`src/rtl/zbt_pkg.sv`:
```
package zbt_pkg;
  localparam int BEATS  = 4;
  localparam int BEAT_W = $clog2(BEATS);

  typedef enum logic {
    ORD_ILV = 1'b0,
    ORD_LIN = 1'b1
  } burst_ord_e;
endpackage

```
`src/rtl/zbt_cmd_ctrl.sv`:
```
module zbt_cmd_ctrl
  import zbt_pkg::*;
#(
  parameter int ADDR_W = 8,
  parameter int LANES  = 2
) (
  input  logic                clk,
  input  logic                rst_n,
  input  logic                clk_en_n,
  input  logic                sel_ok,
  input  logic                adv_ld,
  input  logic                rd_wr_n,
  input  logic                order_lin,
  input  logic [LANES-1:0]    lane_we_n,
  input  logic [ADDR_W-1:0]   addr,
  output logic                op_act,
  output logic                op_wr,
  output logic [ADDR_W-1:0]   base_q,
  output logic [BEAT_W-1:0]   beat_q,
  output burst_ord_e          ord_q,
  output logic [LANES-1:0]    be_n_q
);
  logic              act_d, wr_d;
  logic [ADDR_W-1:0] base_d;
  logic [BEAT_W-1:0] beat_d;
  burst_ord_e        ord_d;
  logic [LANES-1:0]  be_n_d;

  always_comb begin
    act_d  = op_act;
    wr_d   = op_wr;
    base_d = base_q;
    beat_d = beat_q;
    ord_d  = ord_q;
    be_n_d = be_n_q;
    if (!clk_en_n) begin
      be_n_d = lane_we_n;
      if (!adv_ld) begin
        if (sel_ok) begin
          act_d  = 1'b1;
          wr_d   = !rd_wr_n;
          base_d = addr;
          beat_d = '0;
          ord_d  = burst_ord_e'(order_lin);
        end else begin
          act_d  = 1'b0;
        end
      end else if (op_act) begin
        beat_d = beat_q + BEAT_W'(1);
      end
    end
  end

  always_ff @(posedge clk or negedge rst_n) begin
    if (!rst_n) begin
      op_act <= 1'b0;
      op_wr  <= 1'b0;
      base_q <= '0;
      beat_q <= '0;
      ord_q  <= ORD_LIN;
      be_n_q <= '1;
    end else begin
      op_act <= act_d;
      op_wr  <= wr_d;
      base_q <= base_d;
      beat_q <= beat_d;
      ord_q  <= ord_d;
      be_n_q <= be_n_d;
    end
  end


  hold_when_stalled_chk: assert property (@(posedge clk) disable iff (!rst_n)
    clk_en_n |=> ($stable(op_act) && $stable(op_wr) && $stable(base_q) && $stable(beat_q)));


  deselect_stops_chk: assert property (@(posedge clk) disable iff (!rst_n)
    (!clk_en_n && !adv_ld && !sel_ok) |=> !op_act);


  burst_keeps_dir_chk: assert property (@(posedge clk) disable iff (!rst_n)
    (!clk_en_n && adv_ld && op_act) |=>
      (op_act && (op_wr == $past(op_wr)) && (beat_q == BEAT_W'($past(beat_q) + BEAT_W'(1)))));
endmodule

```
`config.mk`:
```
export PLATFORM = sky130hd
export DESIGN_NAME = zbt_cmd_ctrl
export DESIGN_NICKNAME = d
export VERILOG_FILES = /design/src/rtl/zbt_pkg.sv /design/src/rtl/zbt_cmd_ctrl.sv
export SDC_FILE = /design/constraint.sdc
export NUM_CORES = 1
export LEC_CHECK = 0
export ABC_AREA = 1
export BUFFER_PORTS_ARGS = -buffer_cell sky130_fd_sc_hd__buf_4
export CAP_MARGIN = 20
export CORE_ASPECT_RATIO = 0.7
export CORE_MARGIN = 4
export CORE_UTILIZATION = 30
export CTS_CLUSTER_SIZE = 12
export DETAILED_ROUTE_END_ITERATION = 16
export GPL_ROUTABILITY_DRIVEN = 0
export SYNTH_ARGS = -nofsm -noshare
export SYNTH_HDL_FRONTEND = slang
export SYNTH_SLANG_ARGS = --single-unit
```
`constraint.sdc`:
```
create_clock -name clk -period 1.6 [get_ports clk]
set_clock_uncertainty 0.1 [all_clocks]
set_input_delay 0.16 -clock clk [delete_from_list [all_inputs] [get_ports clk]]
set_output_delay 0.16 -clock clk [all_outputs]
set_load 0.05 [all_outputs]
```
# ---- Word-level counts from Yosys, hierarchy flattened
# Index checks and enable logic that the tools add are counted.
dict set report classes {
  add_sub_neg 1
  eq_ne 1
  n_mux 4
  n_bitwise 2
  reduce_logical 5
}
# op count
set op_table {}
lappend op_table {{$mux W2} 3}
lappend op_table {{$reduce_and A3 Y1} 2}
lappend op_table {{$add A2 B1 Y2 const B} 1}
lappend op_table {{$ne A2 B1 Y1 const B} 1}
lappend op_table {{$not A1 Y1} 2}
lappend op_table {{$reduce_and A2 Y1} 1}
lappend op_table {{$reduce_bool A2 Y1} 1}
lappend op_table {{$logic_not A1 Y1} 1}
lappend op_table {{$mux W1} 1}
dict set report totals {
  ff_bits 15
  inputBits 17
  output_inout_bits 15
  wordCells 19
}

# ---- Depth between registers and ports, before layout
# Gate-level depths: netlist of the first run.
dict set report logic_depth {
  word_depth 3
  ltp_mapped 5
  mapped_depth_nobuf 5
}

# ---- Worst setup path after synthesis of the first run
# Ideal clock, no wire load.
dict set report synth_timing {
  path_kind {reg2reg}
  from {reg op_act}
  to {reg beat_q[0]}
  setup_time_ps 119
  t_arrival_ps 951
  required_ps 1381
  path_slack_ps 430
  path_stages_with_launch 4
  path_buffers 0
  synth_period_minus_slack_ps 1170
  path_cell_list {dfrtp_1 -> nand3_1 -> nand3_1 -> nand2_1}
}
dict set report synth_via {
  elab_chain_cells 2
}
# item line
set synth_rtl {}
lappend synth_rtl {{start: declaration} zbt_cmd_ctrl.sv:16} ;# output logic op_act,
lappend synth_rtl {{start signal: assignment} zbt_cmd_ctrl.sv:63} ;# op_act <= act_d;
lappend synth_rtl {{$ne A2 B1 Y1 (no source line)} n/a}
lappend synth_rtl {{$reduce_and A3 Y1 (no source line)} n/a}
lappend synth_rtl {{end signal: assignment} zbt_cmd_ctrl.sv:66} ;# beat_q <= beat_d;
lappend synth_rtl {{end: declaration} zbt_cmd_ctrl.sv:19} ;# output logic [BEAT_W-1:0] beat_q,
# No other way between the ends.
# A chain may end at the register's enable or synchronous reset.

==> metrics.txt, run 1 <==
Root Driver=clkbuf_4; die area=around 0.0029 mm2; final wirelength=approximately 1600 um; Reg clk slew, reported paths=around 0.090 ns; Fin. Hold Viols=0; peak supply drop=701.4 uV; antenna violations before repair=0; Setup Viol. Count Final=0; synthesized cell area=633.1 um2; max frequency=739.2 MHz; MaxCap Viol Count=0; die height=roughly 46 um; global-route wire length before repair=2663 um; CTS tree=built; Ports=32; CTS buffer count=3; largest net degree at the start of global routing=16; Slew @ Worst Pin=roughly 0.26 ns; status=finished clean; Ys Warns=0; Final Max Slew Viols=0; fin crit period=roughly 1.4 ns; post-route ant nets=0; n_diodes=0; setup TNS=0 ns; clk_lat worst skew=about 0.28 ns; RSZ-0062 raised after global routing=no; Seq/Total Area, Yosys=around 60%; CTS sink cnt=15; drt pass-1 iters=4; R2R setup slack=roughly 0.26 ns; Power Density=around 1200 mW/mm2; fill count=~190; hpwl dp=about 1200 um; Clock Tree Buf Depth=2; WL/cell=12.13 um; setup repair bufs after CTS=0; Post-route DRC=0; Core Area=slightly below 0.002 mm2; gr ovfl total=0; worst relative slew slack=roughly 83%; placed cells=~120; Iter 0 DRT Violations=24; Syn Area/Cell=slightly below 9 um2; nets=roughly 130; P&R area growth vs syn=53.76%; Core Rows=13; CP Capture Type=flop; flops & latches, synth=15; # port buffers=31; post-CTS sizing=0; Syn Inst Count=just over 70; leakage=about 0.54 nW; non-filler cells, final=roughly 130; vias in the first global route=between 500 and 600; startpoint types=primary input; period utilisation layout=about 85%; Hold Crit Class=primary input to flop; htree depth=1; WP data required=1.72 ns; syn_nets=between 80 and 90; Global Route Usage Sum=about an eighth; vias=between 500 and 600; Crit path arrival time=1.47 ns; Vias/cell=between 4 and 5; Crit Path Max Fanout=1; critical path class=primary input to flop; layout cells sized above 1=between 30% and 40%; # hold bufs at CTS=7; Initial Utilization=approximately a third; die width=between 60 and 70 um; post-synth cell types=12
final timing paths:
check | startpoint | end | cells past startpoint
hold / removal | addr[4] | base_q[4] | 3
hold reg to reg | ord_q | ord_q | 2
setup / recovery | lane_we_n[1] | be_n_q[1] | 5
setup reg to reg | be_n_q[1] | be_n_q[1] | 3
max in group asynchronous | rst_n | ord_q | 2
min in group asynchronous | rst_n | op_wr | 2
cell families after synthesis:
logic type,count (synthesis),synth area share [%]
AND/OR/NAND/NOR,50,34.78
flip-flops,15,59.88
buffers and inverters,4,3.754
AO/OA/AOI/OAI,2,1.581
Yosys cell counts:
| cell type | number | share of area, % |
|---|---|---|
| buf_2 | 1 | 0.79 |
| nand2_1 | 32 | 19 |
| nand3_1 | 12 | 9.5 |
| nand2_2 | 1 | 0.99 |
| nor2_1 | 3 | 1.8 |
| o21ai_0 | 2 | 1.6 |
| inv_1 | 2 | 1.2 |
| buf_6 | 1 | 1.8 |
| nor2_4 | 1 | 1.8 |
| nand2_4 | 1 | 1.8 |
| dfstp_2 | 3 | 12 |
| dfrtp_1 | 12 | 47 |
metal layers:
layer	up-vias	share of wire [%]	routed length [um]	global-route usage (%)
met1	267	48	775	15.62
met2	25	42	678	19.29
met3	0	9.9	160	6.829
li1	305	-	-	-
met5	-	0	0	0
met4	0	0	0	0
metrics by stage:
stage          hold WS [ns]  area, um2  worst slack [ns]  util (%)  power (W)
3_3_place_gp       -0.07516      877.1            0.5255     45.31  0.0009460
3_5_place_dp       -0.07088      877.1            0.4966     45.31  0.0009485
4_1_cts            0.003090      973.4            0.2610     50.29   0.001187
6_report           0.009387      973.4            0.2472     50.29   0.001173
5_1_grt            0.004165      973.4            0.2159     50.29   0.001239
2_1_floorplan       -0.2356      633.1            0.4305         -  0.0007866
power breakdown:
group / leakage, nW / switching [W] / internal, W
sequential: 0.182 / 0.0000460 / 0.000446
clock: 0.0150 / 0.000121 / 0.0000968
combinational: 0.341 / 0.000312 / 0.000151
total: 0.538 / 0.000479 / 0.000694
placed cells by master (no fill, tap or decap):
cell / n
buf_4: 31
clkbuf_1: 1
clkbuf_4: 3
dfrtp_1: 12
dfstp_2: 3
dlygate4sd3_1: 7
inv_1: 2
nand2_1: 32
nand2_2: 1
nand2_4: 1
nand3_1: 12
nor2_1: 3
nor2_4: 1
o21ai_0: 2
layout make-up:
cell class / count / area, um2 / share of cell area (%)
clock buffers: 4 / 26.28 / 2.699
inverters: 2 / 7.507 / 0.7712
multi-input cells: 52 / 230.2 / 23.65
flip-flops and latches: 15 / 379.1 / 38.95
well taps: 22 / 27.53 / 2.828
repair buffers: 38 / 302.8 / 31.11
worst max-delay path: stages:
cell and delay [ns]:
dlygate4sd3_1 0.54, buf_4 0.13, nand2_1 0.06, nand2_1 0.04, dlygate4sd3_1 0.55
sequential cells by signal, indices dropped and copies added (netlist names):
| register | count |
|---|---|
| base_q | 8 |
| be_n_q | 2 |
| beat_q | 2 |
| op_act | 1 |
| op_wr | 1 |
| ord_q | 1 |
(Power assumes the default switching activity.)
==> run 2: changes to the inputs <==
--- a/config.mk
+++ b/config.mk
@@ -5,7 +5,7 @@
 export SDC_FILE = /design/constraint.sdc
 export NUM_CORES = 1
 export LEC_CHECK = 0
-export ABC_AREA = 1
+export ABC_AREA = 0
 export BUFFER_PORTS_ARGS = -buffer_cell sky130_fd_sc_hd__buf_4
 export CAP_MARGIN = 20
 export CORE_ASPECT_RATIO = 0.7
==> constraint.sdc (replaced) <==
create_clock -name clk -period 1.39 [get_ports clk]
set_clock_uncertainty 0.1 [all_clocks]
set_input_delay 0.139 -clock clk [delete_from_list [all_inputs] [get_ports clk]]
set_output_delay 0.139 -clock clk [all_outputs]
set_load 0.05 [all_outputs]
==> run 2 against run 1 <==
Effect of this change:
- sequential power rose by 18%
- critical path depth decreased by 2
- critical endpoint is now beat_q[1]
- sequential share of layout area decreased by 1.9 points
- wire length decreased by 7.4%
- global-route usage shrank 0.22 points
- die area down 0.84%
- synthesized area shrank 0.99%
==> metrics.txt, run 2 <==
status=finished clean; Hold Crit Class=primary input to flop; worst relative slew slack=approximately 87%; post-synth top area share=a little under half; Vias/cell=~4.5; die area=just under 0.003 mm2; antenna violations before repair=0; clk_lat worst skew=0.28 ns; hpwl dp=roughly 1100 um; startpoint types=flop; Root Driver=clkbuf_4; slowest CP cell=dfrtp_2; Crit path arrival time=1.34 ns; vias in the first global route=595; Worst Hold Margin=0.02890 ns; MaxCap Viol Count=0; largest net degree at the start of global routing=16; RSZ-0062 raised after global routing=no; WL/cell=roughly 12 um; CTS buffer count=3; top cells by count, synth=nand2_1, dfrtp_1, dfstp_2, mux2_2; leakage=around 0.53 nW; Setup Viol. Count Final=0; Global Route Usage Sum=about an eighth; P&R area growth vs syn=64.67%; most common cell in the netlist=nand2_1; Crit Path Max Fanout=4; Post-route DRC=0; setup repair bufs after CTS=0; Slew @ Worst Pin=0.1997 ns; post-route ant nets=0; max reg flops=8; Initial Utilization=about 33%; Post-synth top flop=dfrtp_1; Syn Inst Count=60; gr ovfl total=0; Seq/Total Area, Yosys=between 60% and 70%; Area contributors post-synth=dfrtp_1, nand2_1, dfstp_2; drt pass-1 iters=4; Synth async-reset ratio=100.0%; synthesized cell area=between 600 and 700 um2; commonest cells after routing, fill and taps aside=buf_4, nand2_1, dlygate4sd3_1; Biggest register=base_q; Core Area=between 0.0015 and 0.002 mm2; CP Cell Sequence=nand2_1 > mux2_2 > a22o_1; Power Density=1374 mW/mm2; Final Max Slew Viols=0; Final Instance Area=0.001032 mm2; CP Capture Type=flop; most common cell after layout, fill and taps aside=buf_4; syn_nets=77; die height=~46 um; flops & latches, synth=15; Clock Tree Buf Depth=2; layout cells sized above 1=between 40% and 50%; peak supply drop=roughly 650 uV; n_diodes=0; Core Rows=13; post-synth cell types=13; global-route wire length before repair=around 2600 um; CP bufs+invs=0; CTS sink cnt=15; # port buffers=31; Slowest Stage Delay on Critical Path=about 0.44 ns; leading area contributor after synthesis=dfrtp_1; Ys Warns=0; Post-DP Area=875.8 um2; Worst path top cell family by delay=flip-flops; htree depth=1; setup TNS=0 ns; Regs by FF count=base_q: 8 flops, be_n_q: 2 flops, beat_q: 2 flops; die width=~63 um; vias=582; final wirelength=~1500 um; period utilisation layout=91.04%; Fin. Hold Viols=0; CTS tree=built; Ports=32; number of synthesized flops with an enable pin=0; WP data required=1.47 ns; post-CTS sizing=0; fin crit period=between 1 and 1.5 ns; max frequency=~800 MHz; Syn Area/Cell=10.45 um2; Reg clk slew, reported paths=0.09 ns; critical path class=flop to flop; Iter 0 DRT Violations=19; nets=about 130
-- run 2: cell count changes after synthesis, sizes merged, moves of 2 or more --
cell,before,now
nand3,12,0
inv,2,0
nor2,4,1
mux2,0,3
nand2,34,30
a22o,0,2
-- run 2: cell type report --
cell class	instances	area (um2)
repair buffers	45	370.4
fillers	191	887.1
flip-flops and latches	15	382.9
clock buffers	4	26.28
multi-input cells	43	225.2
well taps	22	27.53
-- run 2: power breakdown --
| part | switching, W | internal (W) |
|---|---|---|
| registers | 0.0000556 | 0.000525 |
| clock network | 0.000138 | 0.000111 |
| logic | 0.000375 | 0.000213 |
-- run 2: logic make-up (layout without fill, tap and decap cells) --
| family | count (synthesis) | count (layout) | synth area share [%] |
|---|---|---|---|
| buf+inv | 2 | 49 | 3.593 |
| compound gates | 5 | 5 | 5.590 |
| mux | 4 | 4 | 6.986 |
| simple gates | 34 | 34 | 23.35 |
| flops | 15 | 15 | 60.48 |
-- run 2: timing repair --
action	4_1_cts	5_1_grt
endpoints found under the setup margin	0	0
hold endpoints to repair	27	0
hold buffers	13	0
-- run 2: worst register-to-register path, stage by stage (launching register included) --
cell and delay [ns]:
dfrtp_2 0.44, nand2_1 0.08, mux2_2 0.32, a22o_1 0.22
-- run 2: per-layer routing --
layer  share of wire, %  GRT usage, %  up-vias  wire [um]
met4               0.67         5.263        0         10
met1                 48         13.86      277        716
li1                   -             -      286          -
met5                  0             0        -          0
met2                 46         19.92       17        681
met3                5.8         5.122        2         86
-- run 2: per-stage QoR --
step / instances / power (W) / utilization (%) / worst slack, ns
2_1_floorplan: 60 / 0.0009603 / - / 0.01543
3_3_place_gp: 112 / 0.001147 / 45.63 / 0.1502
3_5_place_dp: 112 / 0.001154 / 45.63 / 0.1335
4_1_cts: 129 / 0.001437 / 53.78 / 0.1205
5_1_grt: 129 / 0.001499 / 53.78 / 0.09867
6_report: 129 / 0.001418 / 53.78 / 0.1245
-- run 2: worst paths after layout --
| kind | start | endpoint | slack [ns] | cells past startpoint |
|---|---|---|---|---|
| worst max-delay path | beat_q[0] | beat_q[1] | 0.12 | 3 |
| worst min-delay path | adv_ld | beat_q[0] | 0.03 | 2 |
| worst max register to register | beat_q[0] | beat_q[1] | 0.12 | 3 |
| worst min register to register | ord_q | ord_q | 0.36 | 2 |
| max in group asynchronous | rst_n | be_n_q[1] | 0.80 | 2 |
| min in group asynchronous | rst_n | beat_q[1] | 0.14 | 2 |
==> run 3: changes to the inputs <==
--- a/config.mk
+++ b/config.mk
@@ -14,6 +14,7 @@
 export CTS_CLUSTER_SIZE = 12
 export DETAILED_ROUTE_END_ITERATION = 16
 export GPL_ROUTABILITY_DRIVEN = 0
+export PLACE_DENSITY_LB_ADDON = 0.2
 export SYNTH_ARGS = -nofsm -noshare
 export SYNTH_HDL_FRONTEND = slang
 export SYNTH_SLANG_ARGS = --single-unit
==> constraint.sdc (replaced) <==
create_clock -name clk -period 1.2 [get_ports clk]
set_clock_uncertainty 0.1 [all_clocks]
set_input_delay 0.12 -clock clk [delete_from_list [all_inputs] [get_ports clk]]
set_output_delay 0.12 -clock clk [all_outputs]
set_load 0.05 [all_outputs]
==> run 3 against run 2 <==
Effect of this change:
- the run now ends with setup timing left
- global-route usage rose by 0.16 points
- critical path type is now flop to output port
- final cell count is 3.9% higher
- via count increased by 0.34%
- hold slack worse by 0.012 ns
- wire length did not move
- sequential share of layout area down 3.1 points
- clock power rose by 14%
==> metrics.txt, run 3 (synthesis gave the netlist of run 2 again) <==
status=complete, but fails checks; failing checks=setup timing; Initial Utilization=around 33%; MaxCap Viol Count=0; Regs by FF count=base_q: 8 flops, be_n_q: 2 flops, beat_q: 2 flops; Vias/cell=4.358; fin crit period=~1.2 ns; Final Max Slew Viols=0; period utilisation layout=100.4%; Iter 0 DRT Violations=11; CTS buffer count=3; P&R area growth vs syn=79.44%; Slew @ Worst Pin=~0.19 ns; post-route ant nets=0; CP Capture Type=output port; Post-route DRC=0; post-place setup slack=0.03004 ns; worst relative slew slack=between 80% and 90%; final wirelength=1494 um; die area=0.002897 mm2; Crit Path Max Fanout=2; max reg flops=8; die height=around 46 um; startpoint types=flop; Reg clk slew, reported paths=around 0.08 ns; nets=130; layout cells sized above 1=between 40% and 50%; Multi-input gate area=between 200 and 250 um2; min-delay src=adv_ld; largest net degree at the start of global routing=16; global-route wire length before repair=between 2000 and 3000 um; htree depth=1; RSZ-0062 raised after global routing=yes; setup TNS=-0.004471 ns; slowest CP cell=dfstp_2; die width=between 60 and 70 um; Crit path arrival time=0.98 ns; Core Rows=13; WL/cell=between 10 and 15 um; # port buffers=31; Clock Tree Buf Depth=2; fill count=about 170; gr ovfl total=0; Setup Viol. Count Final=1; Worst Setup SP=be_n_q[0]; n_diodes=0; Slowest Stage Delay on Critical Path=0.56 ns; sequential cell area=between 300 and 400 um2; max frequency=830.2 MHz; antenna violations before repair=0; Ports=32; RR Startpoint=op_act; Fin. Hold Viols=0; final core utilization=a little under 60%; Global Route Usage Sum=12.14%; CTS sink cnt=15; leakage=0.5749 nW; vias in the first global route=612; hpwl dp=1030 um; CP bufs+invs=1; drt pass-1 iters=4; CTS tree=built; CP Cell Sequence=buf_8; setup ws final=-0.004471 ns; WP data required=between 0.9 and 1 ns; vias=584; commonest cells after routing, fill and taps aside=nand2_1, buf_4, dlygate4sd3_1; Biggest register=base_q; Core Area=0.001919 mm2; peak supply drop=661.4 uV; critical path class=flop to output port; Root Driver=clkbuf_4; Worst path top cell family by delay=flip-flops; Power Density=between 1500 and 2000 mW/mm2; clk_lat worst skew=0.28 ns; Hold Crit Class=primary input to flop
[run 3: cell types whose count changed in the layout (fill, tap and decap cells not counted), sizes merged]
| cell | previous run | this run |
|---|---|---|
| buf | 32 | 37 |
[run 3: cell type report]
cell class	count	share of cell area [%]
well taps	22	2.447
flip-flops and latches	15	34.04
multi-input cells	43	20.58
clock buffers	4	2.336
repair buffers	50	40.60
[run 3: power breakdown]
group	total [W]	internal (W)	switching, W
Clock	0.000283	0.000129	0.000154
Sequential	0.000670	0.000608	0.0000619
Combinational	0.000797	0.000338	0.000459
[run 3: timing repair]
item | in CTS | in global routing
hold buffers | 13 | 0
hold endpoints to repair | 27 | 0
gates cloned | 0 | 0
endpoints found under the setup margin | 5 | 7
buffers inserted | 1 | 1
resized for setup | 12 | 1
[run 3: final timing paths]
path,cells past startpoint,slack (ns),to
min,2,0.02,beat_q[0]
max reg2reg,3,0.01,beat_q[1]
max in group asynchronous,2,0.63,be_n_q[1]
max,1,-0.004,be_n_q[0]
min in group asynchronous,2,0.12,base_q[5]
min reg2reg,2,0.38,ord_q
[run 3: worst register-to-register path, cell delays in order (launching register included)]
cell     delay (ns)
dfrtp_2        0.42
nand2_2        0.07
mux2_4         0.29
a22o_1         0.20
[run 3: per-stage QoR]
stage	std cells	total power (W)	instance area, um2	hold slack, ns
2_1_floorplan	60	0.001126	636.9	-0.2756
3_3_place_gp	115	0.001362	904.6	-0.1175
3_5_place_dp	115	0.001370	904.6	-0.1147
4_1_cts	133	0.001762	1114	0.006243
5_1_grt	134	0.001855	1125	0.002045
6_report	134	0.001751	1125	0.01736
[run 3: routing by layer]
metal	wire (um)	GRT usage, %	share of wire [%]
met1	643	13.11	43
met2	668	20.97	45
met3	164	5.854	11
met4	18	5.263	1.2
met5	0	0	0
